`src/rtl/sfd_hunt_pkg.sv`:
```
package sfd_hunt_pkg;

    localparam int SIG_W   = 8;
    localparam int N_RATES = 4;

    typedef enum logic [1:0] {
        ST_IDLE = 2'd0,
        ST_HUNT = 2'd1,
        ST_SIG  = 2'd2
    } hunt_st_t;

    typedef enum logic [1:0] {
        MODE_DBPSK = 2'b00,
        MODE_DQPSK = 2'b01,
        MODE_BOK   = 2'b10,
        MODE_QOK   = 2'b11
    } rate_mode_t;

    // signal field value for each rate code, indexed by the code
    localparam logic [SIG_W-1:0] SIG_CODE [N_RATES] = '{8'h0A, 8'h14, 8'h37, 8'h6E};

endpackage

```
`src/rtl/sfd_shifter.sv`:
```
module sfd_shifter #(
    parameter int W = 16
) (
    input  logic         clk,
    input  logic         rst_n,
    input  logic         clr,
    input  logic         shift,
    input  logic         bit_in,
    input  logic [W-1:0] pattern,
    output logic         hit_nx
);
    localparam int FW = $clog2(W + 1);

    logic [W-1:0]  sr_q;
    logic [W-1:0]  sr_nx;
    logic [FW-1:0] fill_q;
    logic          full_nx;

    assign sr_nx   = {sr_q[W-2:0], bit_in};
    assign full_nx = (fill_q >= FW'(W - 1));
    // match that would result if the present bit were shifted in
    assign hit_nx  = full_nx && (sr_nx == pattern);

    always_ff @(posedge clk or negedge rst_n) begin
        if (!rst_n) begin
            sr_q   <= '0;
            fill_q <= '0;
        end else if (clr) begin
            sr_q   <= '0;
            fill_q <= '0;
        end else if (shift) begin
            sr_q <= sr_nx;
            if (fill_q != FW'(W))
                fill_q <= fill_q + 1'b1;
        end
    end

endmodule

```
`src/rtl/sym_timer.sv`:
```
module sym_timer #(
    parameter int TW = 12
) (
    input  logic          clk,
    input  logic          rst_n,
    input  logic          clr,
    input  logic          tick,
    input  logic [TW-1:0] limit,
    output logic          last_nx
);
    logic [TW-1:0] cnt_q;

    // true when the present tick would be the limit-th one
    assign last_nx = (limit != '0) && (cnt_q >= (limit - 1'b1));

    always_ff @(posedge clk or negedge rst_n) begin
        if (!rst_n)
            cnt_q <= '0;
        else if (clr)
            cnt_q <= '0;
        else if (tick && (cnt_q != '1))
            cnt_q <= cnt_q + 1'b1;
    end

endmodule

```
`src/rtl/sig_decode.sv`:
```
module sig_decode
    import sfd_hunt_pkg::*;
(
    input  logic [SIG_W-1:0] field,
    output logic             known,
    output rate_mode_t       mode
);
    always_comb begin
        known = 1'b0;
        mode  = MODE_DBPSK;
        for (int i = 0; i < N_RATES; i++) begin
            if (field == SIG_CODE[i]) begin
                known = 1'b1;
                mode  = rate_mode_t'(2'(i));
            end
        end
    end

endmodule

```
`src/rtl/sfd_hunt.sv`:
```
module sfd_hunt
    import sfd_hunt_pkg::*;
#(
    parameter int SFD_W = 16,
    parameter int TMO_W = 12
) (
    input  logic             clk,
    input  logic             rst_n,
    input  logic             bit_in,
    input  logic             bit_stb,
    input  logic             pn_lock,
    input  logic [SFD_W-1:0] sfd_pattern,
    input  logic [TMO_W-1:0] tmo_limit,
    output logic             pkt_valid,
    output logic             srch_to,
    output logic             hdr_err,
    output logic [1:0]       rate_mode
);
    localparam int SCW = $clog2(SIG_W);

    hunt_st_t state_q, state_d;

    logic sh_clr, sh_shift, sfd_hit_nx;
    logic tm_clr, tm_tick, tmo_last_nx;
    logic sig_clr, sig_shift;
    logic to_ev, fin_ev;

    logic [SIG_W-1:0] sig_q, sig_nx;
    logic [SCW-1:0]   sig_cnt_q;
    logic             sig_known;
    rate_mode_t       sig_mode;

    sfd_shifter #(.W(SFD_W)) u_shift (
        .clk     (clk),
        .rst_n   (rst_n),
        .clr     (sh_clr),
        .shift   (sh_shift),
        .bit_in  (bit_in),
        .pattern (sfd_pattern),
        .hit_nx  (sfd_hit_nx)
    );

    sym_timer #(.TW(TMO_W)) u_timer (
        .clk     (clk),
        .rst_n   (rst_n),
        .clr     (tm_clr),
        .tick    (tm_tick),
        .limit   (tmo_limit),
        .last_nx (tmo_last_nx)
    );

    assign sig_nx = {sig_q[SIG_W-2:0], bit_in};

    sig_decode u_dec (
        .field (sig_nx),
        .known (sig_known),
        .mode  (sig_mode)
    );

    // next state and datapath controls
    always_comb begin
        state_d   = state_q;
        sh_clr    = 1'b0;
        sh_shift  = 1'b0;
        tm_clr    = 1'b0;
        tm_tick   = 1'b0;
        sig_clr   = 1'b0;
        sig_shift = 1'b0;
        to_ev     = 1'b0;
        fin_ev    = 1'b0;
        unique case (state_q)
            ST_IDLE: begin
                if (pn_lock) begin                  // ACQUIRE
                    state_d = ST_HUNT;
                    sh_clr  = 1'b1;
                    tm_clr  = 1'b1;
                end
            end
            ST_HUNT: begin
                if (pn_lock) begin                  // RESTART
                    sh_clr = 1'b1;
                    tm_clr = 1'b1;
                end else if (bit_stb) begin
                    sh_shift = 1'b1;
                    tm_tick  = 1'b1;
                    if (sfd_hit_nx) begin           // SFD_FOUND
                        state_d = ST_SIG;
                        sig_clr = 1'b1;
                    end else if (tmo_last_nx) begin // EXPIRE
                        state_d = ST_IDLE;
                        to_ev   = 1'b1;
                    end
                end
            end
            ST_SIG: begin
                if (bit_stb) begin
                    sig_shift = 1'b1;
                    if (sig_cnt_q == SCW'(SIG_W - 1)) begin // DECIDE
                        state_d = ST_IDLE;
                        fin_ev  = 1'b1;
                    end
                end
            end
            default: state_d = ST_IDLE;
        endcase
    end

    // state register
    always_ff @(posedge clk or negedge rst_n) begin
        if (!rst_n)
            state_q <= ST_IDLE;
        else
            state_q <= state_d;
    end

    // signal field collection
    always_ff @(posedge clk or negedge rst_n) begin
        if (!rst_n) begin
            sig_q     <= '0;
            sig_cnt_q <= '0;
        end else if (sig_clr) begin
            sig_q     <= '0;
            sig_cnt_q <= '0;
        end else if (sig_shift) begin
            sig_q     <= sig_nx;
            sig_cnt_q <= sig_cnt_q + 1'b1;
        end
    end

    // registered outputs
    always_ff @(posedge clk or negedge rst_n) begin
        if (!rst_n) begin
            pkt_valid <= 1'b0;
            srch_to   <= 1'b0;
            hdr_err   <= 1'b0;
            rate_mode <= MODE_DBPSK;
        end else begin
            pkt_valid <= 1'b0;
            srch_to   <= to_ev;
            hdr_err   <= 1'b0;
            if (fin_ev) begin
                if (sig_known) begin
                    pkt_valid <= 1'b1;
                    rate_mode <= sig_mode;
                end else begin
                    hdr_err <= 1'b1;
                end
            end
        end
    end

endmodule

```
`config.mk`:
```
export PLATFORM = sky130hd
export DESIGN_NAME = sfd_hunt
export DESIGN_NICKNAME = d
export VERILOG_FILES = /design/src/rtl/sfd_hunt_pkg.sv /design/src/rtl/sfd_shifter.sv /design/src/rtl/sym_timer.sv /design/src/rtl/sig_decode.sv /design/src/rtl/sfd_hunt.sv
export SDC_FILE = /design/constraint.sdc
export NUM_CORES = 1
export LEC_CHECK = 0
export BUFFER_PORTS_ARGS = -buffer_cell sky130_fd_sc_hd__buf_4
export CAP_MARGIN = 20
export CORE_MARGIN = 2
export CORE_UTILIZATION = 55
export DETAILED_ROUTE_END_ITERATION = 7
export PLACE_DENSITY = 0.76
export SLEW_MARGIN = 20
export SYNTH_ARGS = -nofsm -noshare
export SYNTH_HDL_FRONTEND = slang
export SYNTH_SLANG_ARGS = --single-unit
```
`constraint.sdc`:
```
create_clock -name clk -period 4.01 [get_ports clk]
set_clock_uncertainty 0.15 [all_clocks]
set_input_delay 0.802 -clock clk [delete_from_list [all_inputs] [get_ports clk]]
set_output_delay 0.802 -clock clk [all_outputs]
set_load 0.01 [all_outputs]
```
# Word level (Yosys, flattened, before mapping)
# Index checks and enable logic that the tools add are counted.
# word_totals
register_bits	49
in_bits	33
wordCells	93
# op_classes
order_cmp	2
eq_ne	16
add_sub_neg	4
muxes	48
n_reduce_logical	13
# ops
cell	count
two-way mux 15 bit	2
two-way mux 1 bit	27
two-way mux 12 bit	2
two-way mux 2 bit	9
equality test 16 bit	1
two-way mux 5 bit	3
two-way mux 7 bit	2
adder 12 x 1 -> 12 bit (second input constant)	1
>= comparator 12 bit	1
inequality test 12 bit (second input constant)	1
nonzero test 12 bit	1
subtractor 12 x 1 -> 12 bit (second input constant)	1
inequality test 2 bit (second input constant)	5
equality test 8 x 4 -> 1 bit (second input constant)	1
equality test 8 x 5 -> 1 bit (second input constant)	1
equality test 8 x 6 -> 1 bit (second input constant)	1
equality test 8 x 7 -> 1 bit (second input constant)	1
nonzero test 2 bit	4
two-way mux 3 bit	2
one-hot mux 2 bit (3 select lines)	1
AND reduction 6 bit	1
adder 5 x 1 -> 5 bit (second input constant)	1
>= comparator 5 x 4 -> 1 bit (second input constant)	1
inequality test 5 bit (second input constant)	1
other kinds (9)	12

# Depth between registers and ports, before layout
# Gate-level depths: netlist (run 1).
# logic_depth
depth_word	8
ltp_mapped	13
mapped_depth_nobuf	13

# By module
# A second synthesis (run 1) with hierarchy kept.
# hier_totals
cells_unflattened	314
hier_area_um2	3129.3
# by_module_without_submodules
mod	cells_each	area_each_um2	seq_area_each_um2	instances
sym_timer	131	1174.9	300.3	1
sfd_shifter	102	1081.0	500.5	1
sfd_hunt	68	765.7	425.4	1
sig_decode	13	107.6	0.0	1

# Worst setup path before layout (run 1)
# Ideal clock, no wire load.
# synth_path
path_type	input to register
startpoint	input tmo_limit[3]
endpoint	register srch_to
path_slack_ns	0.790
path_buffers	0
cell_stages	12
required_ns	3.726
arrival_ns	2.936
path_cell_list	nor2_1 > nand3_1 > or3_1 > nor4_1 > xnor2_1 > ha_1 > a21o_1 > a21oi_1 > nor2b_1 > or4_1 > o31ai_2 > nor4_1
# synth_between
elab_chain_len	8
elab_cells_between_ends	9
classes_between	add/sub (1); order compare (1); mux (5); reduce/logical (2)
# synth_rtl
element	line_no	source
start: declaration	sfd_hunt.sv:13	input logic [TMO_W-1:0] tmo_limit,
subtractor 12 x 1 -> 12 bit	sym_timer.sv:14	assign last_nx = (limit != '0) && (cnt_q >= (limit - 1'b1));
>= comparator 12 bit	sym_timer.sv:14	
logical AND 1 bit *	sym_timer.sv:14	
two-way mux 1 bit *	sfd_hunt.sv:89	end else if (tmo_last_nx) begin
two-way mux 1 bit *	sfd_hunt.sv:86	if (sfd_hit_nx) begin
two-way mux 1 bit *	sfd_hunt.sv:83	end else if (bit_stb) begin
two-way mux 1 bit *	sfd_hunt.sv:80	if (pn_lock) begin
two-way mux 1 bit *	sfd_hunt.sv:71	unique case (state_q)
net to_ev	sfd_hunt.sv:26	logic to_ev, fin_ev;
end signal: assignment	sfd_hunt.sv:139	srch_to <= to_ev;
end: declaration	sfd_hunt.sv:15	output logic srch_to,
# The timed path passes the listed nets; every way through them passes the cells marked *.
# A chain may end at the register's enable or synchronous reset.

# Worst setup path after layout (run 1)
# Ends and elaborated chain as after synthesis.

==> out/results.txt, run 1 <==
Outcome: complete, no violations
WL/cell: 13.7 um
Synth Area per Inst: 9.17 sq um
Post-synth EDFFs: 0
Final ANT Viol Nets: 0
Max incr delay on CP: 0.48 ns
Clock Pin Slew Worst Setup and Hold Paths: 0.09 ns
DRT Pass-1 Iters: 4
Worst hold path class: primary input to async pin
Gate Count Post-Synth: 321
CTS sink count: 49
Startpoint Class: primary input
Initial antenna violation count: 0
Total CTS buffers: 5
Max clock buf depth: 2
Die X: 77.1 um
Yosys cell types: 42
Drt total wl: 5.88 mm
Flop and latch count out of synthesis: 49
Gr usage total: 21.7%
Worst slew pin tran: 0.616 ns
Slew HR: 59.0%
PD cells: 272 nW/um^2
Total die area: 5950 sq um
Fin crit period: 3.24 ns
Hold buffer count at CTS: 0
Die height: 77.1 um
Gp weighted congestion: 0.824
Initial Utilization: 57.3%
Fraction of layout cells with a size suffix above 1: 15.1%
Root Driver: clkbuf_8
CTS H-tree depth: 2
Crit path cell chain: buf_4 > nor2_1 > nand3_1 > or3_1 > nor4_1 > xnor2_1 > ha_1 > a21o_1 > a21oi_1 > nor2b_1 > or4_1 > o31ai_2 > nor4_1
First-pass GRT wire length: 10.5 mm
Congestion Overflow GR: 0
Row count: 26
CP max stage cell: or4_1
Leakage: 1.56 nW
Worst setup EP type: flop
Top Ports: 38
DRC violations left: 0
Finish-stage setup viols: 0
Worst-Skew Late Latency: 0.31 ns
Port Buffers: 37
Fillers: 456
Final Hold Viols: 0
CTS tree: done
CP required: 4.04 ns
Synth Warn #: 0
Worst vdd ir: 0.148 mV
Pin count of the biggest net entering global routing: 50
Setup TNS: 0 ns
CP Max Fanout: 4
Initial detailed-routing violation count: 159
Area delta synth->final: 14.5%
Number of global-route vias before repair: 2330
Slew Limit Fails: 0
Final Cycle Share: 80.8%
CTS resizes: 0
F_max: 0.308 GHz
Critical path arrival: 3.27 ns
Synth Flop Type: dfrtp_1
RSZ-0062 raised after global routing: no
Core Area: 5140 sq um
Layout Nets: 409
DPL Wire Length: 4.43 mm
Synthesized area: 2940 sq um
WS Path Type: primary input to flop
Final Non-Filler Cells: 428
Max cap viols: 0
Cells after DPL: 420
Ant. Diodes: 0
Via density per instance: 5.46
Most frequent CP cell: nor4_1
Routed vias: 2335
Register area share after synthesis: 41.7%
Synthesized Nets: 373
Synth async-reset ratio: 100%
Post-CTS Setup Bufs: 0
## cells in the final DEF, fill, tap and decap left out, types with 2 or more instances in the layout
cell type,n
nand2_1,54
dfrtp_1,49
buf_4,40
a21oi_1,24
nor2_1,21
xor2_1,20
nand3_1,19
ha_1,19
xnor2_1,15
inv_1,9
o21ai_0,9
nand4_1,8
nand3b_1,8
nor3_1,7
nor4_1,7
or3_1,5
clkbuf_8,5
nor2b_1,4
nor3b_1,3
and2_1,3
a21o_1,3
and3_1,2
nor4b_1,2
o21a_1,2
## state kept, by name, summed over array words and instances, names as in the netlist
name            flops
u_shift.fill_q      5
rate_mode           2
sig_q               7
hdr_err             1
u_shift.sr_q       15
state_q             2
sig_cnt_q           3
u_timer.cnt_q      12
pkt_valid           1
srch_to             1
## report_power, final
| group | internal (mW) | total [mW] | switching [mW] |
|---|---|---|---|
| Sequential | 0.500 | 0.507 | 0.00738 |
| Combinational | 0.0536 | 0.112 | 0.0584 |
| Clock | 0.124 | 0.299 | 0.175 |
## metal layers
metal / global-route usage [%] / routed length (um) / up-vias
li1: - / - / 1187
met1: 29.5 / 2700 / 1101
met2: 35.7 / 2920 / 43
met3: 4.94 / 236 / 4
met4: 4.29 / 22 / 0
met5: 0 / 0 / -
## cell type report
class | instances | area (sq um) | area share [%]
flip-flops and latches | 49 | 1230 | 36.4
inverters | 9 | 33.8 | 1.00
well taps | 70 | 87.6 | 2.60
clock inverters | 3 | 21.3 | 0.631
clock buffers | 5 | 68.8 | 2.04
multi-input cells | 252 | 1630 | 48.4
repair buffers | 40 | 300 | 8.91
## synthesized netlist by cell type (all sizes together), types with 3 or more instances
cell,number,area (sq um)
a21o,3,22.5
a21oi,24,120
and2,3,18.8
buf,4,25.0
clkbuf,7,26.3
dfrtp,49,1230
ha,19,238
inv,9,33.8
nand2,54,203
nand3,19,95.1
nand3b,8,60.1
nand4,9,71.3
nor2,21,78.8
nor2b,4,25.0
nor3,7,35.0
nor3b,3,22.5
nor4,7,43.8
o21ai,10,50.0
or3,5,31.3
xnor2,15,131
xor2,20,175
## critical path, delay by kind of cell
kind | cells | cell delay, ns
AND/OR/NAND/NOR | 7 | 1.52
AO/OA/AOI/OAI | 3 | 0.39
adder cells (fa/ha/maj) | 1 | 0.27
XOR/XNOR | 1 | 0.17
buffers and inverters | 1 | 0.12
## worst paths after layout
check | startpoint | endpoint | slack (ns) | cells past startpoint
min | rst_n | u_shift.fill_q[2]$_DFFE_PN0P_ | 0.34 | 1
min reg2reg | sig_cnt_q[1]$_DFFE_PN0P_ | sig_cnt_q[1]$_DFFE_PN0P_ | 0.38 | 2
max in group asynchronous | rst_n | u_timer.cnt_q[6]$_DFFE_PN0P_ | 2.94 | 1
max | tmo_limit[3] | srch_to$_DFF_PN0_ | 0.77 | 13
min in group clk | sig_cnt_q[1]$_DFFE_PN0P_ | sig_cnt_q[1]$_DFFE_PN0P_ | 0.38 | 2
max reg2reg | u_timer.cnt_q[0]$_DFFE_PN0P_ | srch_to$_DFF_PN0_ | 1.77 | 8
## metrics by stage
| step | power (mW) | setup WS, ns | hold slack [ns] | util [%] | cell area (sq um) |
|---|---|---|---|---|---|
| 2_1_floorplan | 0.577 | 0.790 | 0.355 | - | 2940 |
| 3_3_place_gp | 0.628 | 0.550 | 0.365 | 63.8 | 3280 |
| 3_5_place_dp | 0.630 | 0.418 | 0.374 | 63.8 | 3280 |
| 4_1_cts | 0.931 | 0.746 | 0.370 | 65.6 | 3370 |
| 5_1_grt | 0.967 | 0.559 | 0.376 | 65.6 | 3370 |
| 6_report | 0.918 | 0.768 | 0.344 | 65.6 | 3370 |
## cell families after synthesis
logic type	count (synthesis)	synth area share, %
buffers and inverters	20	2.89
AO/OA/AOI/OAI	47	10.4
flip-flops	49	41.7
adder cells (fa/ha/maj)	19	8.08
AND/OR/NAND/NOR	150	26.2
multiplexers	1	0.340
XOR/XNOR	35	10.4
(Power assumes the default switching activity.)
==> inputs of run 2 (changes only) <==
Settings changed: CORE_UTILIZATION 55 to 52.
Clock period 4.01 ns to 2.8 ns, I/O delays scaled along.
==> out/results.txt, run 2 (synthesized netlist as in run 1, its figures left out) <==
Outcome: finished, violations left
Failing checks: negative setup slack
Layout Nets: 422
Initial antenna violation count: 0
Final ANT Viol Nets: 0
Most common cell after layout, fill and taps aside: nand2_1
CP max stage cell: or4_4
Number of global-route vias before repair: 2303
WS Path Type: primary input to flop
CP Max Fanout: 4
Worst vdd ir: 0.302 mV
Worst-Skew Late Latency: 0.30 ns
Drt total wl: 6.13 mm
Final setup margin: -0.00234 ns
Ant. Diodes: 0
Register bank with the most flops: u_shift.sr_q
Buf+Inv Stages, Crit Path: 1
Max reg flops: 15
Critical path arrival: 2.89 ns
Startpoint Class: primary input
DRC violations left: 0
CTS sink count: 49
Die X: 79.2 um
CP required: 2.89 ns
Row count: 27
Final Hold Viols: 0
Worst slew pin tran: 0.611 ns
Most frequent cells in the layout: nand2_1 (54), buf_4 (51), dfrtp_1 (49), a21oi_1 (24)
Worst hold path class: primary input to async pin
Initial Utilization: 53.8%
Pre-CTS setup slack: -0.355 ns
Fraction of layout cells with a size suffix above 1: 21.0%
Leakage: 1.66 nW
Largest regs: u_shift.sr_q x15, u_timer.cnt_q x12, sig_q x7
Max cap viols: 0
Initial detailed-routing violation count: 142
Core Area: 5470 sq um
Via density per instance: 5.56
Max clock buf depth: 2
Final Cycle Share: 100%
WL/cell: 13.8 um
Total CTS buffers: 5
Congestion Overflow GR: 0
Max incr delay on CP: 0.49 ns
Slew HR: 59.2%
Slew Limit Fails: 0
CTS tree: done
Cell area after layout: 3600 sq um
Post-CTS Setup Bufs: 0
F_max: 0.357 GHz
Root Driver: clkbuf_8
Final Util: 65.8%
PD cells: 418 nW/um^2
Die height: 79.2 um
DPL Wire Length: 4.45 mm
RSZ-0062 raised after global routing: yes
Port Buffers: 37
Finish-stage setup viols: 1
CP delay by family, top: simple AND/OR/NAND/NOR gates
Fin crit period: 2.80 ns
Gp weighted congestion: 0.853
Gr usage total: 20.5%
Total die area: 6280 sq um
Area delta synth->final: 22.3%
DP Area: 3410 sq um
Crit path cell chain: buf_8 > nor2_4 > nand3_2 > or3_4 > nor4_4 > xnor2_1 > ha_1 > a21o_1 > a21oi_1 > nor2b_1 > or4_4 > o31ai_4 > a211o_1
DRT Pass-1 Iters: 4
Setup TNS: -0.00234 ns
Worst setup EP type: flop
Top Ports: 38
Clock Pin Slew Worst Setup and Hold Paths: 0.09 ns
First-pass GRT wire length: 10.4 mm
CTS H-tree depth: 2
Routed vias: 2462
Pin count of the biggest net entering global routing: 50
Final hold slack: 0.111 ns
run 2: changes by cell type in the layout (fill, tap and decap cells not counted), moves of 2 or more:
cell and delta:
bufinv_16 +2, buf_4 +11, nor4_1 -3, nor4_2 +2
run 2: worst paths after layout:
kind,start,endpoint,slack [ns],depth (start not counted)
max reg2reg,u_timer.cnt_q[0]$_DFFE_PN0P_,state_q[0]$_DFFE_PN0P_,0.38,8
min,rst_n,u_timer.cnt_q[10]$_DFFE_PN0P_,0.11,1
min reg2reg,sig_cnt_q[2]$_DFFE_PN0P_,sig_cnt_q[2]$_DFFE_PN0P_,0.39,2
max,tmo_limit[3],state_q[0]$_DFFE_PN0P_,-0.002,13
max in group asynchronous,rst_n,u_timer.cnt_q[4]$_DFFE_PN0P_,1.97,1
min in group clk,pn_lock,srch_to$_DFF_PN0_,0.34,2
run 2: metal layers:
| layer | share of wire, % | GRT usage [%] |
|---|---|---|
| met5 | 0 | 0 |
| met2 | 51 | 34.9 |
| met3 | 3.3 | 4.20 |
| met1 | 45 | 26.6 |
| met4 | 0.38 | 5.52 |
run 2: per-stage QoR:
step	cells	total power [mW]
after global routing	443	1.57
after detailed placement	435	0.918
after CTS	443	1.52
final	443	1.50
after floorplan	321	0.828
after global placement	435	0.913
run 2: repair_timing:
item                                    CTS  global route
resized for setup                         4             7
pin swaps                                 2             3
hold endpoints to repair                  0             0
hold buffers                              0             0
endpoints found under the setup margin    2             2
run 2: layout make-up:
type	count	area [sq um]
flip-flops and latches	49	1230
clock inverters	3	68.8
multi-input cells	252	1700
well taps	72	90.1
clock buffers	5	68.8
fillers	431	1870
inverters	9	33.8
repair buffers	53	409
run 2: where the power goes:
group          total [mW]  switching [mW]  internal [mW]
Combinational       0.182          0.0934         0.0888
Sequential          0.727          0.0117          0.716
Clock               0.594           0.235          0.359
Total                1.50           0.340           1.16
==> inputs of run 3 (changes only) <==
Settings changed: CORE_ASPECT_RATIO from default to 1.5.
==> out/results.txt, run 3 (synthesized netlist as in run 1, its figures left out) <==
Outcome: complete, no violations
Via density per instance: 5.58
Initial Utilization: 54.0%
Hold buffer count at CTS: 0
Number of global-route vias before repair: 2388
WL/cell: 13.8 um
Crit path cell chain: buf_6 > nor2_4 > nand3_2 > or3_4 > nor4_4 > xnor2_1 > ha_1 > a21o_1 > a21oi_1 > nor2b_1 > or4_4 > o31ai_4 > nor4_2
Port Buffers: 37
Routed met2 length: 3.42 mm
CP required: 2.83 ns
Fin crit period: 2.80 ns
Worst slew pin tran: 0.610 ns
Congestion Overflow GR: 0
Sw Ratio: 23.1%
CP delay by family, top: simple AND/OR/NAND/NOR gates
DRT Pass-1 Iters: 4
Ant. Diodes: 0
CTS tree: done
Leakage: 1.66 nW
Critical Path Stages: 13
FF-to-FF path depth: 8
First-pass GRT wire length: 10.0 mm
Layout Nets: 423
Gr usage total: 20.3%
CP max stage cell: or4_4
Most common cell after layout, fill and taps aside: nand2_1
PD cells: 419 nW/um^2
CTS H-tree depth: 2
WL met3: 216 um
Clk pwr share: 39.7%
CP Max Fanout: 4
Area delta synth->final: 22.2%
Worst hold path class: primary input to async pin
Combinational group share of total power: 12.0%
NetSw: 0.347 mW
Finish-stage setup viols: 0
Slew HR: 59.3%
Met1 wire length: 2.36 mm
Initial detailed-routing violation count: 207
Startpoint Class: primary input
Cells after DPL: 433
Sequential share of power: 48.3%
Root Driver: clkbuf_8
Row count: 33
Fillers: 470
RSZ-0062 raised after global routing: yes
Largest regs: u_shift.sr_q x15, u_timer.cnt_q x12, sig_q x7
DPL Wire Length: 4.59 mm
Initial antenna violation count: 0
Top Ports: 38
Total die area: 6290 sq um
Clock Pin Slew Worst Setup and Hold Paths: 0.09 ns
Final hold slack: 0.106 ns
F_max: 0.358 GHz
Fraction of layout cells with a size suffix above 1: 21.5%
Max reg flops: 15
Core Area: 5450 sq um
Worst setup EP type: flop
Total CTS buffers: 5
CTS sink count: 49
Worst-Skew Late Latency: 0.31 ns
Most frequent cells in the layout: nand2_1 (54), buf_4 (52), dfrtp_1 (49), a21oi_1 (24)
Pin count of the biggest net entering global routing: 50
Max incr delay on CP: 0.49 ns
Gp weighted congestion: 0.817
Max cap viols: 0
Register bank with the most flops: u_shift.sr_q
Int Pwr: 1.16 mW
Worst vdd ir: 0.267 mV
Cell area after layout: 3600 sq um
Buf+Inv Stages, Crit Path: 1
Slew Limit Fails: 0
DP Area: 3410 sq um
Final ANT Viol Nets: 0
WS Path Type: primary input to flop
Die height: 96.1 um
Max clock buf depth: 2
Die X: 65.4 um
DRC violations left: 0
Routed vias: 2466
Final Hold Viols: 0
Top Metal Used: met4
Drt total wl: 6.09 mm
Critical path arrival: 2.83 ns
Final Cycle Share: 99.9%
Final Non-Filler Cells: 442
==> run 3: layout make-up <==
| class | instances | area [sq um] | share of cell area, % |
|---|---|---|---|
| Timing Repair Buffer | 54 | 413 | 11.5 |
| Multi-Input combinational cell | 252 | 1700 | 47.3 |
| Inverter | 9 | 33.8 | 0.939 |
| Sequential cell | 49 | 1230 | 34.1 |
| Clock inverter | 3 | 65.1 | 1.81 |
| Clock buffer | 5 | 68.8 | 1.91 |
| Tap cell | 70 | 87.6 | 2.44 |
==> run 3: metrics by stage <==
| step | power (mW) | utilization, % | setup TNS, ns | setup slack, ns |
|---|---|---|---|---|
| after global routing | 1.56 | 66.0 | -0.212 | -0.130 |
| after detailed placement | 0.918 | 62.6 | -0.656 | -0.332 |
| after global placement | 0.913 | 62.6 | -0.542 | -0.273 |
| after floorplan | 0.828 | - | -0.102 | -0.0513 |
| after CTS | 1.51 | 65.1 | 0 | 0.00409 |
| final | 1.51 | 66.0 | 0 | 0.00291 |
==> run 3: timing repair <==
item                                    CTS  global route
endpoints found under the setup margin    2             2
buffers inserted                          0             1
resized for setup                         1            10
pin swaps                                 3             4
==> run 3: power groups by stage <==
stage	Combinational (mW)	Sequential, mW	Clock (mW)
floorplan	0.0890	0.739	0
global placement	0.173	0.741	0
detailed placement	0.177	0.741	0
CTS	0.179	0.727	0.603
global route	0.201	0.728	0.629
finish	0.180	0.727	0.599
==> run 3: layer usage <==
metal | vias up | track usage, %
li1 | 1209 | -
met1 | 1186 | 21.0
met2 | 63 | 41.0
met3 | 8 | 2.81
met4 | 0 | 6.77
met5 | - | 0
==> run 3: final timing paths <==
check,startpoint,endpoint,slack [ns]
min,rst_n,u_shift.sr_q[11]$_DFFE_PN0P_,0.11
max reg2reg,u_timer.cnt_q[0]$_DFFE_PN0P_,srch_to$_DFF_PN0_,0.41
max in group asynchronous,rst_n,sig_q[2]$_DFFE_PN0P_,1.97
min in group clk,pn_lock,srch_to$_DFF_PN0_,0.36
max,tmo_limit[3],srch_to$_DFF_PN0_,0.003
min reg2reg,sig_cnt_q[1]$_DFFE_PN0P_,sig_cnt_q[1]$_DFFE_PN0P_,0.39
